--- src/rtl/ctl_enc_pkg.sv ---
package ctl_enc_pkg;
  localparam int MSG_W  = 32;
  localparam int CRC_W  = 16;
  localparam logic [CRC_W-1:0] CRC_POLY = 16'h1021;
  localparam int BLK_W  = MSG_W + CRC_W;
  localparam int K_LEN  = 7;
  localparam int N_STR  = 3;
  localparam int IDX_W  = $clog2(BLK_W);
  localparam int SEL_W  = $clog2(N_STR);
  localparam int MCS_W  = 5;
  localparam int MCS_LSB = MSG_W - MCS_W;
  localparam int MCS_MAX = 28;
  // generator g: MSB taps current bit, LSB taps bit six back
  localparam logic [N_STR-1:0][K_LEN-1:0] GEN = {7'o165, 7'o171, 7'o133};
endpackage

--- src/rtl/ctl_enc_crc.sv ---
module ctl_enc_crc
  import ctl_enc_pkg::*;
(
  input  logic [MSG_W-1:0] msg_i,
  input  logic [CRC_W-1:0] mask_i,
  output logic [CRC_W-1:0] crc_o
);
  logic [CRC_W-1:0] acc;
  logic             fb;

  always_comb begin
    acc = '0;
    fb  = 1'b0;
    for (int i = MSG_W - 1; i >= 0; i--) begin
      fb  = acc[CRC_W-1] ^ msg_i[i];
      acc = {acc[CRC_W-2:0], 1'b0};
      if (fb) acc = acc ^ CRC_POLY;
    end
    crc_o = acc ^ mask_i;
  end
endmodule

--- src/rtl/ctl_enc_conv.sv ---
module ctl_enc_conv
  import ctl_enc_pkg::*;
(
  input  logic [BLK_W-1:0] blk_i,   // blk_i[n] = block bit n
  input  logic [IDX_W-1:0] idx_i,
  output logic [N_STR-1:0] par_o
);
  logic [K_LEN-1:0] win;            // win[K_LEN-1] = current bit

  always_comb begin
    win = '0;
    for (int j = 0; j < K_LEN; j++) begin
      // circular index: tail-biting wraps to the block end
      if (int'(idx_i) >= j) win[K_LEN-1-j] = blk_i[int'(idx_i) - j];
      else                  win[K_LEN-1-j] = blk_i[int'(idx_i) + BLK_W - j];
    end
  end

  for (genvar g = 0; g < N_STR; g++) begin : g_par
    assign par_o[g] = ^(win & GEN[g]);
  end
endmodule

--- src/rtl/ctl_enc_seq.sv ---
module ctl_enc_seq
  import ctl_enc_pkg::*;
(
  input  logic             clk_i,
  input  logic             rst_ni,
  input  logic             start_i,
  input  logic             ready_i,
  output logic             busy_o,
  output logic             valid_o,
  output logic             last_o,
  output logic             load_o,
  output logic [IDX_W-1:0] idx_o,
  output logic [SEL_W-1:0] sel_o
);
  logic busy_q;
  logic [IDX_W-1:0] idx_q;
  logic [SEL_W-1:0] sel_q;
  logic xfer, end_idx, end_sel;

  assign end_idx = (idx_q == IDX_W'(BLK_W - 1));
  assign end_sel = (sel_q == SEL_W'(N_STR - 1));
  assign xfer    = busy_q & ready_i;
  assign load_o  = start_i & ~busy_q;

  always_ff @(posedge clk_i or negedge rst_ni) begin
    if (!rst_ni) begin
      busy_q <= 1'b0;
      idx_q  <= '0;
      sel_q  <= '0;
    end else if (load_o) begin
      busy_q <= 1'b1;
      idx_q  <= '0;
      sel_q  <= '0;
    end else if (xfer) begin
      if (end_sel) begin
        sel_q <= '0;
        if (end_idx) begin
          busy_q <= 1'b0;
          idx_q  <= '0;
        end else begin
          idx_q <= idx_q + 1'b1;
        end
      end else begin
        sel_q <= sel_q + 1'b1;
      end
    end
  end

  assign busy_o  = busy_q;
  assign valid_o = busy_q;
  assign last_o  = busy_q & end_idx & end_sel;
  assign idx_o   = idx_q;
  assign sel_o   = sel_q;

  AST_LAST_WITH_VALID: assert property (@(posedge clk_i) disable iff (!rst_ni)
    last_o |-> valid_o);
  AST_STALL_HOLDS_POS: assert property (@(posedge clk_i) disable iff (!rst_ni)
    (valid_o && !ready_i) |=> (valid_o && $stable(idx_q) && $stable(sel_q)));
  AST_IDLE_AFTER_LAST: assert property (@(posedge clk_i) disable iff (!rst_ni)
    (valid_o && ready_i && last_o) |=> !busy_o);
endmodule

--- src/rtl/ctl_msg_encoder.sv ---
module ctl_msg_encoder
  import ctl_enc_pkg::*;
(
  input  logic             clk_i,
  input  logic             rst_ni,
  input  logic             start_i,
  input  logic [MSG_W-1:0] msg_i,
  input  logic [CRC_W-1:0] id_i,
  input  logic             ready_i,
  output logic             bit_o,
  output logic             valid_o,
  output logic             last_o,
  output logic             busy_o,
  output logic             mcs_err_o
);
  logic [CRC_W-1:0] crc_m;
  logic [BLK_W-1:0] blk_d, blk_q;
  logic [N_STR-1:0] par;
  logic [IDX_W-1:0] idx;
  logic [SEL_W-1:0] sel;
  logic load, err_q;

  ctl_enc_crc u_crc (.msg_i(msg_i), .mask_i(id_i), .crc_o(crc_m));

  // block bit n: message MSB first, then masked CRC MSB first
  always_comb begin
    for (int n = 0; n < MSG_W; n++) blk_d[n] = msg_i[MSG_W-1-n];
    for (int n = 0; n < CRC_W; n++) blk_d[MSG_W+n] = crc_m[CRC_W-1-n];
  end

  ctl_enc_seq u_seq (
    .clk_i(clk_i), .rst_ni(rst_ni), .start_i(start_i), .ready_i(ready_i),
    .busy_o(busy_o), .valid_o(valid_o), .last_o(last_o), .load_o(load),
    .idx_o(idx), .sel_o(sel)
  );

  always_ff @(posedge clk_i or negedge rst_ni) begin
    if (!rst_ni) begin
      blk_q <= '0;
      err_q <= 1'b0;
    end else if (load) begin
      blk_q <= blk_d;
      err_q <= (int'(msg_i[MSG_W-1:MCS_LSB]) > MCS_MAX);
    end
  end

  ctl_enc_conv u_conv (.blk_i(blk_q), .idx_i(idx), .par_o(par));

  assign bit_o     = par[sel];
  assign mcs_err_o = busy_o & err_q;

  AST_BLOCK_FROZEN: assert property (@(posedge clk_i) disable iff (!rst_ni)
    busy_o |=> $stable(blk_q));
  AST_ERR_STEADY: assert property (@(posedge clk_i) disable iff (!rst_ni)
    (busy_o && $past(busy_o)) |-> $stable(mcs_err_o));
  AST_BIT_HELD: assert property (@(posedge clk_i) disable iff (!rst_ni)
    (valid_o && !ready_i) |=> $stable(bit_o));
endmodule

--- config.mk ---
export PLATFORM = sky130hd
export DESIGN_NAME = ctl_msg_encoder
export DESIGN_NICKNAME = d
export VERILOG_FILES = /design/src/rtl/ctl_enc_pkg.sv /design/src/rtl/ctl_enc_crc.sv /design/src/rtl/ctl_enc_conv.sv /design/src/rtl/ctl_enc_seq.sv /design/src/rtl/ctl_msg_encoder.sv
export SDC_FILE = /design/constraint.sdc
export NUM_CORES = 1
export LEC_CHECK = 0
export ABC_AREA = 1
export ABC_CLOCK_PERIOD_IN_PS = 9400
export BUFFER_PORTS_ARGS = -buffer_cell sky130_fd_sc_hd__buf_2
export CAP_MARGIN = 10
export CORE_ASPECT_RATIO = 0.7
export CORE_MARGIN = 3
export CORE_UTILIZATION = 50
export DETAILED_ROUTE_END_ITERATION = 10
export PLACE_DENSITY = 0.76
export RECOVER_POWER = 25
export SYNTH_ARGS = -nofsm -noshare
export SYNTH_HDL_FRONTEND = slang
export SYNTH_SLANG_ARGS = --single-unit
export TNS_END_PERCENT = 50
--- constraint.sdc ---
create_clock -name clk_i -period 9.4 [get_ports clk_i]
set_input_delay 0.94 -clock clk_i [delete_from_list [all_inputs] [get_ports clk_i]]
set_output_delay 0.94 -clock clk_i [all_outputs]
set_load 0.02 [all_outputs]
==> run_results.csv <==
group,metric,value,unit
drt,vias_per_cell,5.62,
timing,setup-tns-final,0,ns
synth,synthDominantAreaCellType,"nand2_1",
placement,gpl.final_weighted_congestion,0.984,
min_path,min-delay-start,"err_q$_DFFE_PN0P_",
min_path,hold_depth,2,
finish,multiInputGateArea,4550,um2
timing,fmax,169,MHz
synth,synth_largest_type_area_fraction,23.6,%
timing,relSlewSlack,-114,%
clock_network,ctsHoldBuffers,0,
worst_setup_path,regToRegSetupSlack,5.88,ns
synth,synth_enable_flop_cells,0,
drt,drt_wl_total,21900,um
grt,grt_remaining_overflow,0,
synth,ys_seq_elements,58,
worst_setup_path,crit_chain,"buf_4 -> inv_2 -> ha_1 -> clkinv_1 -> nand3_1 -> nand3_1 -> nand3_1 -> nand3_1 -> a21oi_1 -> nand2_1 -> nand2_1 -> nand2_1 -> nand2_1 -> inv_1 -> nand3_1 -> nand3_1 -> nand2_1 -> buf_2",
drt,drt.antenna.violating_nets,0,
grt,antenna_found_initial,0,
timing,maxSlewViolCount,59,
synth,synthDistinctLibCells,36,
worst_setup_path,start_kind,"register",
synth,synth.cell_area,6580,um2
drt,firstDrtPassIters,5,
finish,nFillCells,1313,
synth,syn-mean-instance-area,5.94,um2
timing,worst_slew_pin_slew,3.20,ns
min_path,min-delay-path-class,"reg -> reg",
floorplanning,core,12600,um2
timing,grt_setup_unrepaired,"false",
worst_setup_path,cp-end-kind,"output pin",
worst_setup_path,setup.worst_path.class,"reg -> out",
clock_network,ctsHtreeMaxLevel,3,
clock_network,tritoncts_clock_tree,"yes",
worst_setup_path,critical_path.most_common_cell,"nand3_1",
finish,layout.nets,1206,
clock_network,ctsRootBufferMaster,"clkbuf_16",
floorplanning,dieArea,14600,um2
floorplanning,floorplan.initialDensity,52.1,%
synth,syn-num-nets,1175,
drt,drt_first_iter_violations,1001,
worst_setup_path,critPathRequiredTime,8.46,ns
synth,synth_seq_area_share,22.0,%
finish,synthToLayoutAreaGrowth,10.2,%
min_path,hold-path-endpoint,"err_q$_DFFE_PN0P_",
clock_network,post_cts_buffers,0,
run,timing.max_cap.violations,1,
synth,synth-warning-count,0,
grt,first_pass_grt_wire_length,34900,um
timing,final_hold_viols,0,
floorplanning,io_pins,57,
grt,grt_pass1_vias,6709,
clock_network,cts-root-to-sink-buffers,2,
clock_network,cts_made_buffers,9,
synth,netlist_instances,1108,
clock_network,cts.sink_count,58,
worst_setup_path,cp_max_fo,60,
clock_network,cts_resized,0,
drt,drc,0,
finish,final-seq-area,1450,um2
worst_setup_path,reg2reg_from,"u_seq.idx_o[0]$_DFFE_PN0P_",
grt,track_usage,30.6,%
worst_setup_path,arrival,4.97,ns
timing,setup_viol,0,
synth,synth_top_cells_by_area,"nand2_1, dfrtp_1, nand3_1",
drt,route.detailed.wl_per_inst,16.8,um
floorplanning,std_cell_rows,34,
timing,layout_min_cycle_time,5.91,ns
worst_setup_path,critical_path.reg2reg.endpoint,"u_seq.idx_o[1]$_DFFE_PN0P_",
status,violated_checks,"capacitance limit, slew limit",
grt,grt_max_degree,71,
synth,synth_async_sr_flop_share,100,%
floorplanning,die-width,143,um
worst_setup_path,number_of_buffer_and_inverter_stages_on_the_critical_path,5,
timing,finalCritPeriodShare,62.9,%
clock_network,clk_latency,0.33,ns
placement,final_hpwl_dp,17300,um
synth,synth_ff_type,"dfrtp_1",
status,status,"finished with violations",
worst_setup_path,worst_r2r_path_depth,5,
worst_setup_path,critical_path.slowest_cell,"ha_1",
clock_network,worst_setup_hold_path_clk_slew,0.06,ns
placement,placement.io_buffers,56,
worst_setup_path,critPathMaxStageDelay,0.96,ns
timing,timing.clock.skew,0.00469,ns
drt,detailroute.via_count,7345,
worst_setup_path,cell_family_contributing_the_most_delay_on_the_critical_path,"buffers and inverters",
floorplanning,die_h,102,um
finish,drive_above_1_share,11.8,%
finish,number_of_diodes_added_for_antenna_fixing,0,
[cell type report]
| type | count | area share, % |
|---|---|---|
| multi-input cells | 901 | 62.7 |
| flip-flops and latches | 58 | 20.0 |
| inverters | 107 | 5.54 |
| repair buffers | 62 | 4.43 |
| clock buffers | 10 | 3.29 |
| well taps | 162 | 2.79 |
| clock inverters | 6 | 1.22 |
[routing by layer]
metal / up-vias / global-route usage [%] / wire length, um
met4: 2 / 7.52 / 491
met5: - / 2.96 / 57
li1: 3605 / - / -
met3: 49 / 12.0 / 2890
met1: 3303 / 45.5 / 10300
met2: 386 / 40.9 / 8210
[cells in the final DEF (no fill, tap or decap), drive strengths merged, types with 2 or more instances in the layout]
| cell type | Yosys | routed |
|---|---|---|
| xnor2 | 22 | 22 |
| nand2 | 451 | 451 |
| bufinv | 0 | 2 |
| nor4 | 2 | 2 |
| dfrtp | 58 | 58 |
| nor2 | 37 | 37 |
| o22ai | 2 | 2 |
| clkbuf | 18 | 11 |
| inv | 104 | 105 |
| nand3b | 4 | 4 |
| a21oi | 10 | 10 |
| nor3 | 3 | 3 |
| buf | 24 | 61 |
| clkinvlp | 0 | 2 |
| nand3 | 251 | 251 |
| clkinv | 3 | 4 |
| o211ai | 2 | 2 |
| xor2 | 54 | 54 |
| o21ai | 37 | 37 |
| a31oi | 2 | 2 |
| ha | 15 | 15 |
[metrics by stage]
stage	hold WS [ns]	instance area [um2]	utilization (%)	cells	worst slack, ns
finish	0.499	7250	57.4	1306	3.49
global route	0.540	7250	57.4	1306	2.97
CTS	0.505	7260	57.4	1306	3.62
detailed placement	0.492	6930	54.8	1290	3.98
global placement	0.470	6930	54.8	1290	4.08
floorplan	0.447	6580	-	1108	5.66
[worst min-delay path, cell delays in order, from the launching register on]
cell	delay [ns]
dfrtp_1	0.35
nand2_1	0.06
o41ai_1	0.05
[flip-flops by register name (all words and copies together), names as in the netlist]
| signal | flops |
|---|---|
| u_seq.busy_o | 1 |
| blk_q | 48 |
| u_seq.idx_o | 6 |
| err_q | 1 |
| u_seq.sel_o | 2 |
[cell families (layout without fill, tap and decap cells)]
logic type      count (synthesis)  after routing  share of synthesized area (%)
simple gates                  753            753                           50.4
flops                          58             58                           22.0
compound gates                 57             57                           4.69
xor+xnor                       76             76                           11.1
fa+ha+maj                      15             15                           2.85
buf+inv                       149            185                           8.90
[synthesized netlist by cell type, types with 2 or more instances]
| library cell | number |
|---|---|
| xor2_1 | 47 |
| clkinv_1 | 3 |
| inv_2 | 8 |
| o21ai_0 | 35 |
| buf_1 | 7 |
| o22ai_1 | 2 |
| nand2_1 | 413 |
| xor2_2 | 7 |
| buf_2 | 15 |
| xnor2_1 | 20 |
| dfrtp_1 | 58 |
| nand3_1 | 251 |
| ha_1 | 15 |
| nand2_4 | 8 |
| nor4_1 | 2 |
| clkbuf_1 | 18 |
| nor3_1 | 3 |
| a31oi_1 | 2 |
| nand3b_1 | 4 |
| a21oi_1 | 10 |
| o21ai_1 | 2 |
| nand2_2 | 30 |
| nor2_1 | 37 |
| xnor2_2 | 2 |
| o211ai_1 | 2 |
| buf_4 | 2 |
| inv_1 | 96 |
[worst max-delay path by stage]
| stage | to | slack, ns | cells after the start | from |
|---|---|---|---|---|
| after floorplan | bit_o | 5.66 | 20 | u_seq.idx_o[1]$_DFFE_PN0P_ |
| after global placement | bit_o | 4.08 | 18 | u_seq.idx_o[0]$_DFFE_PN0P_ |
| after detailed placement | bit_o | 3.98 | 20 | u_seq.idx_o[0]$_DFFE_PN0P_ |
| after CTS | bit_o | 3.62 | 20 | u_seq.idx_o[0]$_DFFE_PN0P_ |
| after global routing | bit_o | 2.97 | 21 | u_seq.idx_o[0]$_DFFE_PN0P_ |
| final | bit_o | 3.49 | 18 | u_seq.idx_o[0]$_DFFE_PN0P_ |
Power is not shown: default switching activity piles up to over one toggle a cycle in this logic, so the estimate is an artifact.
